<file path="src/rtl/pcx_pkg.sv">
package pcx_pkg;
  localparam int DW       = 8;
  localparam int FLG_EXT  = 6;
  localparam int FLG_PC   = 5;
  localparam int MSK_EXT  = 6;
  localparam int MSK_G1   = 5;
  localparam int MSK_G0   = 4;
  localparam logic [1:0] VEC_NONE = 2'd0;
  localparam logic [1:0] VEC_EXT  = 2'd1;
  localparam logic [1:0] VEC_PC   = 2'd2;

  typedef enum logic [1:0] {
    EXT_LOW  = 2'b00,
    EXT_ANY  = 2'b01,
    EXT_FALL = 2'b10,
    EXT_RISE = 2'b11
  } ext_mode_e;
endpackage

</file>
<file path="src/rtl/pcx_sync.sv">
module pcx_sync #(
  parameter int W      = 1,
  parameter int STAGES = 2
) (
  input  logic         clk,
  input  logic         rst,
  input  logic [W-1:0] d_i,
  output logic [W-1:0] q_o,
  output logic [W-1:0] prev_o
);
  logic [STAGES-1:0][W-1:0] stg;
  logic [W-1:0]             prev;

  always_ff @(posedge clk) begin
    if (rst) begin
      stg  <= '0;
      prev <= '0;
    end else begin
      stg[0] <= d_i;
      for (int s = 1; s < STAGES; s++) stg[s] <= stg[s-1];
      prev <= stg[STAGES-1];
    end
  end

  assign q_o    = stg[STAGES-1];
  assign prev_o = prev;
endmodule

</file>
<file path="src/rtl/pcx_ext_detect.sv">
module pcx_ext_detect
  import pcx_pkg::*;
(
  input  ext_mode_e mode_i,
  input  logic      cur_i,
  input  logic      prev_i,
  output logic      evt_o,
  output logic      low_o
);
  always_comb begin
    unique case (mode_i)
      EXT_ANY:  evt_o = cur_i ^ prev_i;
      EXT_FALL: evt_o = ~cur_i & prev_i;
      EXT_RISE: evt_o = cur_i & ~prev_i;
      default:  evt_o = 1'b0;
    endcase
  end

  assign low_o = (mode_i == EXT_LOW) & ~cur_i;
endmodule

</file>
<file path="src/rtl/pcx_flag.sv">
module pcx_flag (
  input  logic clk,
  input  logic rst,
  input  logic force0_i,
  input  logic set_i,
  input  logic clr_i,
  output logic q_o
);
  always_ff @(posedge clk) begin
    if (rst || force0_i) q_o <= 1'b0;
    else if (set_i)      q_o <= 1'b1;
    else if (clr_i)      q_o <= 1'b0;
  end
endmodule

</file>
<file path="src/rtl/pcx_irq_ctrl.sv">
module pcx_irq_ctrl
  import pcx_pkg::*;
#(
  parameter int N_PINS      = 11,
  parameter int N_GRP0      = 4,
  parameter int SYNC_STAGES = 2
) (
  input  logic              clk,
  input  logic              rst,
  input  logic [N_PINS-1:0] pin_i,
  input  logic [N_PINS-1:0] altfn_i,
  input  logic              ext_i,
  input  logic [1:0]        ext_mode_i,
  input  logic              gie_i,
  input  logic              wr_i,
  input  logic              addr_i,
  input  logic [DW-1:0]     wdata_i,
  output logic [DW-1:0]     rdata_o,
  input  logic              ack_i,
  input  logic [1:0]        ack_vec_i,
  output logic              req_o,
  output logic [1:0]        vec_o
);
  localparam logic ADDR_FLAG = 1'b0;
  localparam logic ADDR_MASK = 1'b1;

  logic [N_PINS-1:0] pin_s, pin_p, pin_qual;
  logic [0:0]        ext_s, ext_p;
  logic              en_ext, en_g1, en_g0;
  logic              pc_flag, ext_flag, pc_set, ext_set, pc_clr, ext_clr;
  logic              ext_low, lvl_mode, wr_flag, wr_mask;
  logic              ext_want, pc_want;
  ext_mode_e         mode;
  logic              unused_wbits;

  assign mode         = ext_mode_e'(ext_mode_i);
  assign lvl_mode     = (mode == EXT_LOW);
  assign wr_flag      = wr_i & (addr_i == ADDR_FLAG);
  assign wr_mask      = wr_i & (addr_i == ADDR_MASK);
  assign unused_wbits = ^{wdata_i[7], wdata_i[3:0]};

  pcx_sync #(.W(N_PINS), .STAGES(SYNC_STAGES)) u_pin_sync (
    .clk(clk), .rst(rst), .d_i(pin_i), .q_o(pin_s), .prev_o(pin_p)
  );

  pcx_sync #(.W(1), .STAGES(SYNC_STAGES)) u_ext_sync (
    .clk(clk), .rst(rst), .d_i(ext_i), .q_o(ext_s), .prev_o(ext_p)
  );

  for (genvar i = 0; i < N_PINS; i++) begin : g_pin
    if (i < N_GRP0) begin : g_grp0
      assign pin_qual[i] = (pin_s[i] ^ pin_p[i]) & ~altfn_i[i] & en_g0;
    end else begin : g_grp1
      assign pin_qual[i] = (pin_s[i] ^ pin_p[i]) & ~altfn_i[i] & en_g1;
    end
  end

  assign pc_set = |pin_qual;

  pcx_ext_detect u_ext_det (
    .mode_i(mode), .cur_i(ext_s[0]), .prev_i(ext_p[0]),
    .evt_o(ext_set), .low_o(ext_low)
  );

  assign pc_clr  = (wr_flag & wdata_i[FLG_PC])  | (ack_i & (ack_vec_i == VEC_PC));
  assign ext_clr = (wr_flag & wdata_i[FLG_EXT]) | (ack_i & (ack_vec_i == VEC_EXT));

  pcx_flag u_pc_flag (
    .clk(clk), .rst(rst), .force0_i(1'b0),
    .set_i(pc_set), .clr_i(pc_clr), .q_o(pc_flag)
  );

  pcx_flag u_ext_flag (
    .clk(clk), .rst(rst), .force0_i(lvl_mode),
    .set_i(ext_set), .clr_i(ext_clr), .q_o(ext_flag)
  );

  always_ff @(posedge clk) begin
    if (rst) begin
      en_ext <= 1'b0;
      en_g1  <= 1'b0;
      en_g0  <= 1'b0;
    end else if (wr_mask) begin
      en_ext <= wdata_i[MSK_EXT];
      en_g1  <= wdata_i[MSK_G1];
      en_g0  <= wdata_i[MSK_G0];
    end
  end

  assign ext_want = en_ext & (lvl_mode ? ext_low : ext_flag);
  assign pc_want  = (en_g0 | en_g1) & pc_flag;

  always_ff @(posedge clk) begin
    if (rst) begin
      req_o   <= 1'b0;
      vec_o   <= VEC_NONE;
      rdata_o <= '0;
    end else begin
      req_o <= gie_i & (ext_want | pc_want);
      if (!gie_i)        vec_o <= VEC_NONE;
      else if (ext_want) vec_o <= VEC_EXT;
      else if (pc_want)  vec_o <= VEC_PC;
      else               vec_o <= VEC_NONE;
      if (addr_i == ADDR_MASK) rdata_o <= {1'b0, en_ext, en_g1, en_g0, 4'b0000};
      else                     rdata_o <= {1'b0, ext_flag, pc_flag, 5'b00000};
    end
  end
endmodule

</file>
<file path="config.mk">
export PLATFORM = sky130hd
export DESIGN_NAME = pcx_irq_ctrl
export DESIGN_NICKNAME = d
export VERILOG_FILES = /design/src/rtl/pcx_pkg.sv /design/src/rtl/pcx_sync.sv /design/src/rtl/pcx_ext_detect.sv /design/src/rtl/pcx_flag.sv /design/src/rtl/pcx_irq_ctrl.sv
export SDC_FILE = /design/constraint.sdc
export NUM_CORES = 1
export LEC_CHECK = 0
export BUFFER_PORTS_ARGS = -buffer_cell sky130_fd_sc_hd__buf_2
export CORE_UTILIZATION = 53
export CTS_CLUSTER_DIAMETER = 80
export DETAILED_ROUTE_END_ITERATION = 12
export HOLD_SLACK_MARGIN = 0.02
export PLACE_DENSITY = 0.89
export SLEW_MARGIN = 20
export SYNTH_ARGS = -nofsm -noshare
export SYNTH_HDL_FRONTEND = slang
export SYNTH_SLANG_ARGS = --single-unit
</file>
<file path="constraint.sdc">
create_clock -name clk -period 2.7 [get_ports clk]
set_input_delay 0.135 -clock clk [delete_from_list [all_inputs] [get_ports clk]]
set_output_delay 0.135 -clock clk [all_outputs]
set_load 0.01 [all_outputs]
</file>
Word level (Yosys, flattened, before mapping). Cells that the tools add are included.

Eq/ne operators: 5. Muxes and demuxes: 9. Bitwise operators: 65. Reductions and logical operators: 8.

Operators with widths (number): $and 1x1->1 (34); $not 1->1 (15); $xor 1x1->1 (12); $reduce_or 11->1 (1); $mux 7 (1); $eq 2x2->1 const B (3); $mux 1 (6); $eq 2x1->1 const B (2); $or 1x1->1 (4); $reduce_bool 2->1 (2); $reduce_or 2->1 (2); $pmux 1 s3 (1); $reduce_or 3->1 (1); $logic_not 2->1 (1); $mux 2 (1); $logic_or 1x1->1 (1).

Register bits after elaboration: 52. Bits of input ports: 41. Output and inout port bits: 11. Logic and storage cells: 103.

Logic depth before layout (Yosys ltp).
Word-level depth: 6. Depth in mapped cells: 5. Mapped depth without buffers: 5.

Cells and area by module. From an unflattened synthesis, not the netlist that was laid out.

Cells, all modules: 168. Area, all modules: 1739.2 µm².

By module, submodules not included: pcx_sync at u_pin_sync (times used 1, cells each 80, area each 972.2 µm², sequential area each 660.6 µm²); pcx_irq_ctrl (times used 1, cells each 66, area each 534.3 µm², sequential area each 180.2 µm²); pcx_flag (times used 2, cells each 4, area each 45.0 µm², sequential area each 20.0 µm²); pcx_sync at u_ext_sync (times used 1, cells each 6, area each 78.8 µm², sequential area each 60.1 µm²); pcx_ext_detect (times used 1, cells each 8, area each 63.8 µm², sequential area each 0.0 µm²).

Worst setup path after synthesis. Ideal clock, no wire load.

Path kind: register to register. Start point: register u_ext_sync.stg, in the netlist u_ext_sync.q_o. End point: register u_ext_flag.q_o. Library setup time: 0.079 ns. Data arrival time: 1.027 ns. Data required time: 2.621 ns. Slack: 1.594 ns. Stages on the path, launching flop included: 6. Buffers on the path: 0. Period minus slack after synthesis: 1.106 ns. Path through: dfxtp_1 inv_1 ha_1 nand2b_1 o221ai_1 a211oi_2.

Word-level cells in the longest chain between the ends: 4. Elaborated cells on any way between the ends: 7. Those cells by class: 2 x mux; 4 x bitwise; 1 x reduce/logical.

Ends and longest elaborated chain: from (decl) (line pcx_sync.sv:11) `logic [STAGES-1:0][W-1:0] stg;`; $not 1->1 (line pcx_ext_detect.sv:13) `EXT_FALL: evt_o = ~cur_i & prev_i;`; $and 1x1->1 (line pcx_ext_detect.sv:13); $pmux 1 s3 (*) (line pcx_ext_detect.sv:11) `unique case (mode_i)`; $mux 1 or $reduce_bool 2->1 (tied branches); to (signal assigned) (line pcx_flag.sv:10) `if (rst || force0_i) q_o <= 1'b0;`; to (signal assigned) (line pcx_flag.sv:11) `else if (set_i) q_o <= 1'b1;`; to (signal assigned) (line pcx_flag.sv:12) `else if (clr_i) q_o <= 1'b0;`; to (decl) (line pcx_flag.sv:7) `output logic q_o`.

Every way passes the cells marked *; elsewhere a longest branch is shown, timed or not. A chain may end at the register's enable or synchronous reset.

Worst setup path after layout. Same ends and word-level chain as after synthesis.

==> out/results.txt <==
CP endpoint kind -> flip-flop
Crit Path Class -> flip-flop to flip-flop
Residual DRC -> 5
Buffers on Ports -> 41
Largest cells by area after synthesis -> dfxtp_1 (57%), nor2b_1 (14%), xnor2_1 (5.9%), buf_4 (2.8%), o22ai_1 (1.9%)
Drt first pass iters -> 11
Worst hold slack -> 0.0492 ns
Chip Width -> 57.6 um
Post-synth top cells -> dfxtp_1 (47), nor2b_1 (36), xnor2_1 (11)
Switching power total -> 0.248 mW
GRT Util Overall -> 17.2%
Count leader, synth -> dfxtp_1
NumNets Final -> 252
Leak -> 0.847 nW
Sink Count -> 47
Setup WS pre-CTS -> 1.37 ns
I/O pins -> 52
Final Hold Vio Count -> 0
Post-Syn Instances -> 156
Seq pwr share -> 61.9%
CTS max path bufs -> 2
Number of global-route vias before repair -> 1076
Tcrit/Tclk final -> 45.4%
Clk_lat worst skew -> 0.34 ns
Clock transition at path regs -> 0.12 ns
H-tree depth -> 2
Antenna fix cells -> 0
Final WL -> 2.62 mm
R2r setup slk -> 1.47 ns
Async SR Flop Fraction -> 0%
Yosys top cell area share -> 57.5%
DRT antenna net count -> 0
Post-Syn Area -> 1640 sq um
GRT overflow -> 0
Post-placement cell area -> 1830 sq um
Combinational share of power -> 9.1%
Clk pwr share -> 29.1%
Die footprint -> 3310 sq um
P&R area growth vs syn -> 23.1%
Crit Path Max Fanout -> 3
Peak VDD IR -> 0.363 mV
Final setup violation count -> 0
Primary FF master, synth -> dfxtp_1
Drt initial violations -> 60
Synth Warn # -> 0
Setup ws final -> 1.47 ns
Run status -> complete, but fails checks
Pin count of the biggest net entering global routing -> 47
Post-synthesis sequential area ratio -> 57.5%
Setup TNS -> 0 ns
Worst slew pin tran -> 0.748 ns
Final worst path period need -> 1.23 ns
Netlist cell types -> 26
Critical Path RT -> 2.97 ns
Top cell type by total area after synthesis -> dfxtp_1
Layout cells sized above 1 -> 24.8%
Post-CTS resize count -> 0
Slew HR -> 50.1%
Worst hold path class -> input pin to flip-flop
Pwr dens -> 587 nW/um^2
Die height -> 57.6 um
Failing checks -> DRC
Post-synth EDFFs -> 0
Placer Congestion -> 0.815
Non-Filler Instances -> 241
Post-DP HPWL -> 1.84 mm
Clk Tree Root Cell -> clkbuf_4
CP arrival -> 1.50 ns
Initial antenna violation count -> 0
Avg Cell Area, Syn -> 10.5 sq um
Sw Ratio -> 21.0%
Initial core utilization -> 57.9%
Vias/cell -> 4.86
Dpl cells -> 221
Cell internal pwr -> 0.935 mW
Synthesis-stage register bit count -> 47
Vias post-DR -> 1172
Slew Limit Fails -> 0
Crit path launch type -> flip-flop
Design area -> 2010 sq um
Core ar. -> 2830 sq um
CTS tree -> yes
Avg WL per Cell -> 10.9 um
First-pass GRT wire length -> 4.26 mm
# rows -> 19
Unrepaired setup endpoints after global routing -> false
Total CTS buffers -> 5
Maxcap violations -> 0
Worst-case clock skew -> 0.00294 ns
Fmax -> 815 MHz
==> through the flow <==
stage	utilization, %	total power, mW
after floorplan	-	0.810
after global placement	64.5	0.836
after detailed placement	64.5	0.841
after CTS	71.2	1.19
after global routing	71.2	1.24
final	71.2	1.18
==> state kept, by name, indices dropped and copies added (netlist names), 2 cells and up <==
| register | cells |
|---|---|
| u_pin_sync.stg | 11 |
| vec_o | 2 |
| u_pin_sync.prev_o | 11 |
| u_pin_sync.q_o | 11 |
| rdata_o | 3 |
==> cell type report <==
cell class	instances	area (sq um)
clock buffers	8	68.8
flip-flops and latches	47	941
fillers	215	815
repair buffers	53	325
multi-input cells	98	626
inverters	4	15.0
well taps	31	38.8
==> logic make-up (layout without fill, tap and decap cells) <==
kind of cell / Yosys count / in the layout / share of synthesized area, %
xor+xnor: 11 / 11 / 5.89
flops: 47 / 47 / 57.5
buf+inv: 15 / 65 / 5.20
fa+ha+maj: 2 / 2 / 1.53
compound gates: 18 / 18 / 7.19
simple gates: 60 / 60 / 21.3
mux: 2 / 2 / 1.22
other cells: 1 / 5 / 0.229
==> critical path: stages (launching register included) <==
cell,delay (ns)
dfxtp_1,0.38
inv_1,0.08
ha_1,0.30
nand2b_1,0.07
o221ai_1,0.12
a211oi_2,0.22
==> routing by layer <==
metal / wire, um / vias to the layer above / track usage, %
met5: 0 / - / 0
li1: - / 599 / -
met2: 1370 / 38 / 32.1
met1: 1060 / 528 / 16.2
met3: 148 / 7 / 7.03
met4: 47 / 0 / 8.01
==> layout by cell type (no fill, tap or decap), types with 4 or more instances in the layout <==
master / netlist / routed
a21oi_1: 5 / 5
buf_2: 5 / 41
clkbuf_4: 0 / 5
conb_1: 1 / 5
dfxtp_1: 47 / 47
dlygate4sd3_1: 0 / 12
inv_1: 4 / 4
nand2_1: 8 / 8
nor2_1: 5 / 5
nor2b_1: 36 / 36
o22ai_1: 5 / 5
xnor2_1: 11 / 11
==> power by group through the flow <==
stage / clock network (mW) / logic [mW] / registers [mW]
after CTS: 0.354 / 0.107 / 0.732
after global routing: 0.385 / 0.120 / 0.735
final: 0.344 / 0.107 / 0.732
after global placement: 0 / 0.0899 / 0.746
after detailed placement: 0 / 0.0936 / 0.748
after floorplan: 0 / 0.0647 / 0.746
==> what timing repair did <==
action / in CTS / in global routing
endpoints found under the hold margin: 12 / 0
setup buffers: 0 / 0
hold buffers: 12 / 0
==> final timing paths <==
check,startpoint,end,cells past startpoint
max,u_ext_sync.q_o$_SDFF_PP0_,u_ext_flag.q_o$_SDFFE_PP0P_,5
max reg2reg,u_ext_sync.q_o$_SDFF_PP0_,u_ext_flag.q_o$_SDFFE_PP0P_,5
min,wdata_i[4],en_g0$_SDFFE_PP0P_,3
min reg2reg,u_pin_sync.stg[10]$_SDFF_PP0_,u_pin_sync.q_o[10]$_SDFF_PP0_,1
Note: power is estimated with default switching activity, not from simulation.
